## src/rtl/wdt_pkg.sv

```systemverilog
package wdt_pkg;

    // Control word shared by the counter stages.
    typedef struct packed {
        logic run;      // watchdog enabled
        logic restart;  // zero all counts this cycle
    } wdt_ctl_t;

    // What a timeout turns into.
    typedef enum logic [1:0] {
        ACT_NONE  = 2'd0,
        ACT_RESET = 2'd1,
        ACT_WAKE  = 2'd2
    } wdt_action_e;

    // Terminal value of a power-of-two divider: 2^sel - 1.
    function automatic logic [31:0] ratio_mask(input int unsigned sel);
        return (32'd1 << sel) - 32'd1;
    endfunction

endpackage

```

## src/rtl/wdt_restart_ctl.sv

```systemverilog
module wdt_restart_ctl
    import wdt_pkg::*;
#(
    parameter int NUM_SRC = 4
) (
    input  logic               rst,
    input  logic               en,
    input  logic [NUM_SRC-1:0] clr_src,
    output wdt_ctl_t           ctl
);
    // Any restart source, the reset, or a disabled watchdog zeroes the counts.
    always_comb begin
        ctl.run     = en;
        ctl.restart = rst | ~en | (|clr_src);
    end
endmodule

```

## src/rtl/wdt_prescaler.sv

```systemverilog
module wdt_prescaler
    import wdt_pkg::*;
#(
    parameter int SHORT_LOG2 = 5,
    parameter int LONG_LOG2  = 7
) (
    input  logic     clk,
    input  logic     rst,
    input  wdt_ctl_t ctl,
    input  logic     pre_sel,
    output logic     tick
);
    localparam int CNT_W = (LONG_LOG2 > SHORT_LOG2) ? LONG_LOG2 : SHORT_LOG2;

    logic [CNT_W-1:0] cnt;
    logic [CNT_W-1:0] last;

    always_comb begin
        last = pre_sel ? CNT_W'(ratio_mask(LONG_LOG2)) : CNT_W'(ratio_mask(SHORT_LOG2));
        tick = ctl.run && !ctl.restart && (cnt >= last);
    end

    always_ff @(posedge clk) begin
        if (ctl.restart)
            cnt <= '0;
        else if (cnt >= last)
            cnt <= '0;
        else
            cnt <= cnt + CNT_W'(1);
    end

    AST_PRE_RESTART: assert property (@(posedge clk) disable iff (rst)
        ctl.restart |=> (cnt == '0)) else $error("prescaler not restarted");
    AST_PRE_HELD_OFF: assert property (@(posedge clk) disable iff (rst)
        !ctl.run |=> !tick) else $error("prescaler ticked while disabled");
endmodule

```

## src/rtl/wdt_postscaler.sv

```systemverilog
module wdt_postscaler
    import wdt_pkg::*;
#(
    parameter int SEL_W = 4
) (
    input  logic             clk,
    input  logic             rst,
    input  wdt_ctl_t         ctl,
    input  logic             tick,
    input  logic [SEL_W-1:0] ps_sel,
    output logic             expire
);
    localparam int POST_W = (1 << SEL_W) - 1;

    logic [POST_W-1:0] cnt;
    logic [POST_W-1:0] last;

    always_comb begin
        last   = POST_W'(ratio_mask(int'(ps_sel)));
        expire = tick && (cnt >= last);
    end

    always_ff @(posedge clk) begin
        if (ctl.restart)
            cnt <= '0;
        else if (tick) begin
            if (cnt >= last)
                cnt <= '0;
            else
                cnt <= cnt + POST_W'(1);
        end
    end

    AST_POST_RESTART: assert property (@(posedge clk) disable iff (rst)
        ctl.restart |=> (cnt == '0)) else $error("postscaler not restarted");
    AST_POST_WRAP: assert property (@(posedge clk) disable iff (rst)
        expire |=> (cnt == '0)) else $error("postscaler did not wrap");
endmodule

```

## src/rtl/wdt_response.sv

```systemverilog
module wdt_response
    import wdt_pkg::*;
(
    input  logic clk,
    input  logic rst,
    input  logic expire,
    input  logic in_low_power,
    input  logic flag_clr,
    output logic rst_req,
    output logic wake_pulse,
    output logic timeout_flag
);
    wdt_action_e action;

    always_comb begin
        if (!expire)
            action = ACT_NONE;
        else if (in_low_power)
            action = ACT_WAKE;
        else
            action = ACT_RESET;
    end

    always_ff @(posedge clk) begin
        if (rst) begin
            rst_req      <= 1'b0;
            wake_pulse   <= 1'b0;
            timeout_flag <= 1'b0;
        end else begin
            rst_req      <= (action == ACT_RESET);
            wake_pulse   <= (action == ACT_WAKE);
            // A new event wins over a simultaneous software clear.
            timeout_flag <= (action != ACT_NONE) | (timeout_flag & ~flag_clr);
        end
    end

    AST_RST_ONE_SHOT: assert property (@(posedge clk) disable iff (rst)
        rst_req |=> !rst_req) else $error("reset request longer than one cycle");
    AST_WAKE_ONE_SHOT: assert property (@(posedge clk) disable iff (rst)
        wake_pulse |=> !wake_pulse) else $error("wake pulse longer than one cycle");
    AST_OUT_EXCLUSIVE: assert property (@(posedge clk) disable iff (rst)
        !(rst_req && wake_pulse)) else $error("reset and wake together");
    AST_FLAG_STICKY: assert property (@(posedge clk) disable iff (rst)
        (timeout_flag && !flag_clr) |=> timeout_flag) else $error("flag dropped without clear");
    AST_FLAG_ON_EVENT: assert property (@(posedge clk) disable iff (rst)
        (rst_req || wake_pulse) |-> timeout_flag) else $error("event without flag");
endmodule

```

## src/rtl/lp_watchdog.sv

```systemverilog
module lp_watchdog
    import wdt_pkg::*;
#(
    parameter int PRE_SHORT_LOG2 = 5,
    parameter int PRE_LONG_LOG2  = 7,
    parameter int PS_SEL_W       = 4
) (
    input  logic                clk,
    input  logic                rst,
    input  logic                en,
    input  logic                pre_sel,
    input  logic [PS_SEL_W-1:0] ps_sel,
    input  logic                sw_clr,
    input  logic                pwrsave_enter,
    input  logic                pwrsave_exit,
    input  logic                clksw_done,
    input  logic                in_low_power,
    input  logic                flag_clr,
    output logic                osc_req,
    output logic                rst_req,
    output logic                wake_pulse,
    output logic                timeout_flag
);
    localparam int NUM_SRC = 4;

    wdt_ctl_t ctl;
    logic     tick;
    logic     expire;

    assign osc_req = en;

    wdt_restart_ctl #(.NUM_SRC(NUM_SRC)) u_ctl (
        .rst     (rst),
        .en      (en),
        .clr_src ({clksw_done, pwrsave_exit, pwrsave_enter, sw_clr}),
        .ctl     (ctl)
    );

    wdt_prescaler #(.SHORT_LOG2(PRE_SHORT_LOG2), .LONG_LOG2(PRE_LONG_LOG2)) u_pre (
        .clk     (clk),
        .rst     (rst),
        .ctl     (ctl),
        .pre_sel (pre_sel),
        .tick    (tick)
    );

    wdt_postscaler #(.SEL_W(PS_SEL_W)) u_post (
        .clk    (clk),
        .rst    (rst),
        .ctl    (ctl),
        .tick   (tick),
        .ps_sel (ps_sel),
        .expire (expire)
    );

    wdt_response u_resp (
        .clk          (clk),
        .rst          (rst),
        .expire       (expire),
        .in_low_power (in_low_power),
        .flag_clr     (flag_clr),
        .rst_req      (rst_req),
        .wake_pulse   (wake_pulse),
        .timeout_flag (timeout_flag)
    );

    AST_DISABLED_QUIET: assert property (@(posedge clk) disable iff (rst)
        !en |=> (!rst_req && !wake_pulse)) else $error("output while disabled");
endmodule

```

## config.mk

```make
export PLATFORM = sky130hd
export DESIGN_NAME = lp_watchdog
export DESIGN_NICKNAME = d
export VERILOG_FILES = /design/src/rtl/wdt_pkg.sv /design/src/rtl/wdt_restart_ctl.sv /design/src/rtl/wdt_prescaler.sv /design/src/rtl/wdt_postscaler.sv /design/src/rtl/wdt_response.sv /design/src/rtl/lp_watchdog.sv
export SDC_FILE = /design/constraint.sdc
export NUM_CORES = 1
export LEC_CHECK = 0
export BUFFER_PORTS_ARGS = -buffer_cell sky130_fd_sc_hd__buf_2
export CAP_MARGIN = 0
export CORE_MARGIN = 2
export CORE_UTILIZATION = 63
export DETAILED_ROUTE_END_ITERATION = 8
export PLACE_DENSITY = 0.93
export SLEW_MARGIN = 10
export SYNTH_ARGS = -nofsm -noshare
export SYNTH_HDL_FRONTEND = slang
export SYNTH_SLANG_ARGS = --single-unit
```

## constraint.sdc

```tcl
create_clock -name clk -period 5.3 [get_ports clk]
set_clock_uncertainty 0.1 [all_clocks]
set_input_delay 0 -clock clk [delete_from_list [all_inputs] [get_ports clk]]
set_output_delay 0 -clock clk [all_outputs]
set_load 0.05 [all_outputs]
```

### After elaboration in Yosys (flattened, before gate mapping)

Cells that the tools add are included.
W data, S select, Z words.

* input bits: 14
* register bits: 25
* output and inout port bits: 4

* equal/unequal tests: 2
* muxes and demuxes: 4
* magnitude comparators: 2
* shifts and indexed selects: 1
* add/subtract/negate cells: 3
* reduce and logical (&&, ||, !) cells: 7
* bitwise operators: 6

Operators with widths (count)
* $add A15 B1 Y15 const B: 1
* $ge A15 B15 Y1: 1
* $mux W15: 1
* $shl A1 B4 Y15 const A: 1
* $sub A15 B1 Y15 const B: 1
* $add A7 B1 Y7 const B: 1
* $ge A7 B7 Y1: 1
* $mux W7: 1
* $mux W2: 2
* $reduce_or A4 Y1: 1
* $logic_and A1 B1 Y1: 3
* $or A1 B1 Y1: 3
* $eq A2 B1 Y1 const B: 1
* $eq A2 B2 Y1 const B: 1
* $not A1 Y1: 2
* $reduce_bool A2 Y1: 1
* $reduce_or A2 Y1: 1
* $and A1 B1 Y1: 1
* $logic_not A1 Y1: 1

### Depth between registers and ports, before layout

* depth after elaboration: 10
* depth in mapped cells: 15
* mapped depth without buffers: 12

### By module

Synthesis repeated with hierarchy kept, for this count alone.

* cells, all modules: 206
* area, all modules: 1791.7 um^2

By module, submodules not included
* wdt_postscaler: area an instance 1281.2 um^2, cells each 150, instances 1, seq. area each 300.3 um^2
* wdt_prescaler: area an instance 372.9 um^2, cells each 44, instances 1, seq. area each 140.1 um^2
* wdt_response: area an instance 108.9 um^2, cells each 8, instances 1, seq. area each 60.1 um^2
* wdt_restart_ctl: area an instance 21.3 um^2, cells each 3, instances 1, seq. area each 0.0 um^2
* lp_watchdog: area an instance 7.5 um^2, cells each 1, instances 1, seq. area each 0.0 um^2

### Least setup slack after synthesis

No wires, ideal clock.

* path type: input-to-reg
* from: in ps_sel[1]
* to: reg u_post.cnt[10]
* arrival time: 2881 ps
* path buffers: 3
* slack: 2186 ps
* stages: 15
* cells stage by stage: clkbuf_1 or2_2 or3_1 ha_1 clkbuf_1 nor3_1 a21o_1 a32oi_1 ha_1 nand2_1 o21ai_0 a21oi_1 o311ai_2 buf_2 a21oi_1

* cells in the longest elaborated chain, start to end: 4

RTL lines
* start, declared: RTL line lp_watchdog.sv:12 `input logic [PS_SEL_W-1:0] ps_sel,`
* $shl A1 B4 Y15: RTL line wdt_pkg.sv:18 `return (32'd1 << sel) - 32'd1;`
* $sub A15 B1 Y15: RTL line wdt_pkg.sv:18
* $ge A15 B15 Y1: RTL line wdt_postscaler.sv:27 `if (cnt >= last)`
* $mux W15: RTL line wdt_postscaler.sv:27
* end signal, assigned: RTL line wdt_postscaler.sv:30 `cnt <= cnt + POST_W'(1);`
* end, declared: RTL line wdt_postscaler.sv:15 `logic [POST_W-1:0] cnt;`

No other way between the ends.
A chain may end at the register's enable or synchronous reset.

### Final worst setup path

* from: in ps_sel[1]
* to: reg u_post.cnt[3]

The elaborated chain is that of the path after synthesis.

==> summary.md <==
| Metric | Value |
|---|---|
| Clock transition at path regs | `0.14 ns` |
| Core area | `0.00252 mm²` |
| Mean routed wirelength per cell | `14.5 µm` |
| Post-detail-place hpwl | `2.74 mm` |
| Worst-Margin Slew | `1.04 ns` |
| PortBufs | `17` |
| Post-synth cell types | `43` |
| Num rows | `18` |
| Reg power frac | `60.3%` |
| Final Wtd Congestion | `0.862` |
| Crit-path max FO | `15` |
| Seq/Total Area, Yosys | `29.4%` |
| Count of final setup violators | `0` |
| TritonRoute pass-1 iters | `4` |
| Clk pwr share | `28.3%` |
| First-pass GRT wire length | `6.13 mm` |
| CP Capture Type | `flip-flop` |
| Sw frac | `25.7%` |
| Synth-to-layout area growth | `7.95%` |
| Tcrit/Tclk final | `60.2%` |
| Commonest non-fill, non-tap cell in the layout | `dfxtp_1` |
| Clk sinks | `25` |
| Cell Chain, Critical Path | `buf_2 -> or2_2 -> or3_1 -> ha_1 -> nor3_1 -> a21o_1 -> a32oi_1 -> ha_1 -> nand2_1 -> o21ai_0 -> a21oi_1 -> o311ai_2 -> a22oi_1` |
| Initial Utilization | `67.4%` |
| Pwr Density | `170 mW/mm²` |
| Min Tclk post-route | `3.19 ns` |
| Grt ovf | `0` |
| Nets | `253` |
| DRC | `0` |
| P_leak | `0.000684 µW` |
| Seq cells post-synth | `25` |
| Final hold vios | `0` |
| H-tree depth | `1` |
| Final slew viol count | `0` |
| DR vias | `1,544` |
| Routed vias/inst | `6.23` |
| Max stage delay on crit path | `0.92 ns` |
| Die Area | `0.00313 mm²` |
| Comb pwr share | `11.4%` |
| I/O Pins | `18` |
| P_int | `232 µW` |
| Inserted Clock Buffers | `3` |
| Post-CTS sizing | `0` |
| Clock latency on the worst-skew pair | `0.32 ns` |
| Die Y-Extent | `56.0 µm` |
| Post-Syn Area | `0.00170 mm²` |
| Post-Place Worst Slack | `1.76 ns` |
| Final core occ | `72.8%` |
| Final WL | `3.59 mm` |
| Initial DRC Count | `101` |
| Syn_nets | `237` |
| Final ANT Viol Nets | `0` |
| Clk Tree Root Cell | `clkbuf_4` |
| Synth Instances | `203` |
| Total Neg Setup Slack | `0 ns` |
| Vias in the first global route | `1,417` |
| Initial antenna violation count | `0` |
| CP max stage cell | `o311ai_2` |
| Req. time, crit path | `5.38 ns` |
| Post-Syn Area per Cell | `8.38 µm²` |
| Yosys Warn Count | `0` |
| FMAX | `313 MHz` |
| CTS tree | `yes` |
| Outcome | `finished clean` |
| Die W | `56.0 µm` |
| Layout cells sized above 1 | `12.8%` |
| PnR worst setup slack | `2.11 ns` |
| # diodes | `0` |
| Worst path most repeated cell | `ha_1` |
| Critical path arrival | `3.27 ns` |
| Maximum clock insertion buffer count | `2` |
| NetSw | `80.3 µW` |
| Setup CP Type | `input pin to flip-flop` |
| GRT Util Overall | `24.3%` |
| Worst rel slew slack | `30.4%` |
| MaxCap Viol Count | `0` |
| Hold WC Path Type | `input pin to flip-flop` |
| CP Launch Type | `input pin` |
| Unrepaired setup endpoints after global routing | `false` |
| Maximum VDD drop | `185 µV` |
| Largest net degree at the start of global routing | `22` |
| Most frequent cells in the layout | `25 x dfxtp_1, 24 x a21oi_1, 20 x ha_1` |
## critical path, delay by kind of cell
| kind | cells | cell delay, ns |
|---|---|---|
| AOI/OAI and AO/OA | 6 | 1.56 |
| adders and majority gates | 2 | 0.60 |
| buffers and inverters | 1 | 0.15 |
| and+or+nand+nor | 4 | 0.96 |
## cell type report
cell class              count  area [µm²]
well taps                  30        37.5
multi-input cells         162        1130
flip-flops and latches     25         500
clock buffers               3        22.5
clock inverters             1        7.51
repair buffers             20         115
inverters                   7        26.3
fillers                   199         687
## logic make-up after synthesis
family / count (synthesis) / share of synthesized area [%]
AO/OA/AOI/OAI: 51 / 19.4
XOR/XNOR: 17 / 8.76
adder cells (fa/ha/maj): 20 / 14.7
buffers and inverters: 16 / 4.34
flip-flops: 25 / 29.4
multiplexers: 1 / 0.589
AND/OR/NAND/NOR: 73 / 22.7
## power groups by stage
stage	clock network, µW	logic, µW	registers [µW]
after CTS	89.2	35.5	188
after floorplan	0	24.4	192
after global placement	0	33.1	192
after global routing	99.7	40.7	188
after detailed placement	0	34.2	192
final	88.2	35.6	188
## through the flow
stage	cell area [µm²]	power, µW	hold slack, ns	instances
after CTS	1840	313	0.0199	248
after detailed placement	1780	226	0.0821	241
final	1840	312	0.0207	248
after global routing	1840	329	0.0582	248
after floorplan	1700	217	-0.0207	203
after global placement	1780	225	0.0784	241
## cell usage after synthesis
library cell	number	area share, %
nor2b_1	1	0.37
nor2_1	12	2.6
or3_1	2	0.74
or2_2	1	0.37
nor4b_1	2	1.0
clkbuf_1	5	1.1
mux2i_1	1	0.59
a31o_1	1	0.52
xor2_1	4	2.1
nand3_1	11	3.2
a32oi_1	1	0.52
nand4_1	5	1.8
o21ai_0	9	2.6
nor4_1	5	1.8
nor3b_1	1	0.44
a21o_1	3	1.3
ha_1	20	15
xnor2_1	13	6.7
buf_4	1	0.44
o31a_1	2	1.0
o311ai_2	1	0.96
o31ai_1	2	0.88
and3_4	1	0.66
buf_2	2	0.59
nand2_1	15	3.3
and4_1	2	1.0
and2_1	2	0.74
a311oi_2	1	0.88
a2bb2oi_1	1	0.52
buf_6	1	0.66
or4_4	1	0.66
o32ai_1	1	0.52
and3_1	1	0.37
a21oi_1	24	7.1
dfxtp_1	25	29
or4_1	1	0.44
nor3_1	9	2.6
nand2b_1	1	0.37
a21oi_2	1	0.52
a22oi_2	1	0.74
inv_1	7	1.5
o211ai_1	1	0.44
a22oi_1	2	0.88
## what timing repair did
| item | in CTS | in global routing |
|---|---|---|
| hold buffers | 3 | 0 |
| endpoints found under the setup margin | 0 | 0 |
| setup buffers | 0 | 0 |
| endpoints found under the hold margin | 3 | 0 |
## routing by layer
layer / part of all wire [%] / vias up / wire (µm) / track usage (%)
met4: 1.7 / 0 / 61 / 8.84
li1: - / 781 / - / -
met2: 51 / 29 / 1820 / 42.0
met1: 45 / 727 / 1620 / 31.5
met5: 0 / - / 0 / 0
met3: 2.6 / 7 / 93 / 2.33
## sequential cells by signal, indices dropped and copies added (netlist names)
name,count
u_post.cnt,15
u_pre.cnt,7
u_resp.rst_req,1
u_resp.timeout_flag,1
u_resp.wake_pulse,1
## final timing paths
path	slack [ns]	to	start	depth (start not counted)
worst max-delay path	2.11	u_post.cnt[3]	ps_sel[1]	13
worst min-delay path	0.02	u_post.cnt[13]	pwrsave_exit	6
worst max register to register	2.71	u_resp.timeout_flag	u_pre.cnt[0]	7
worst min register to register	0.42	u_pre.cnt[0]	u_pre.cnt[0]	1
No activity file was read; power rests on OpenSTA's default activity.
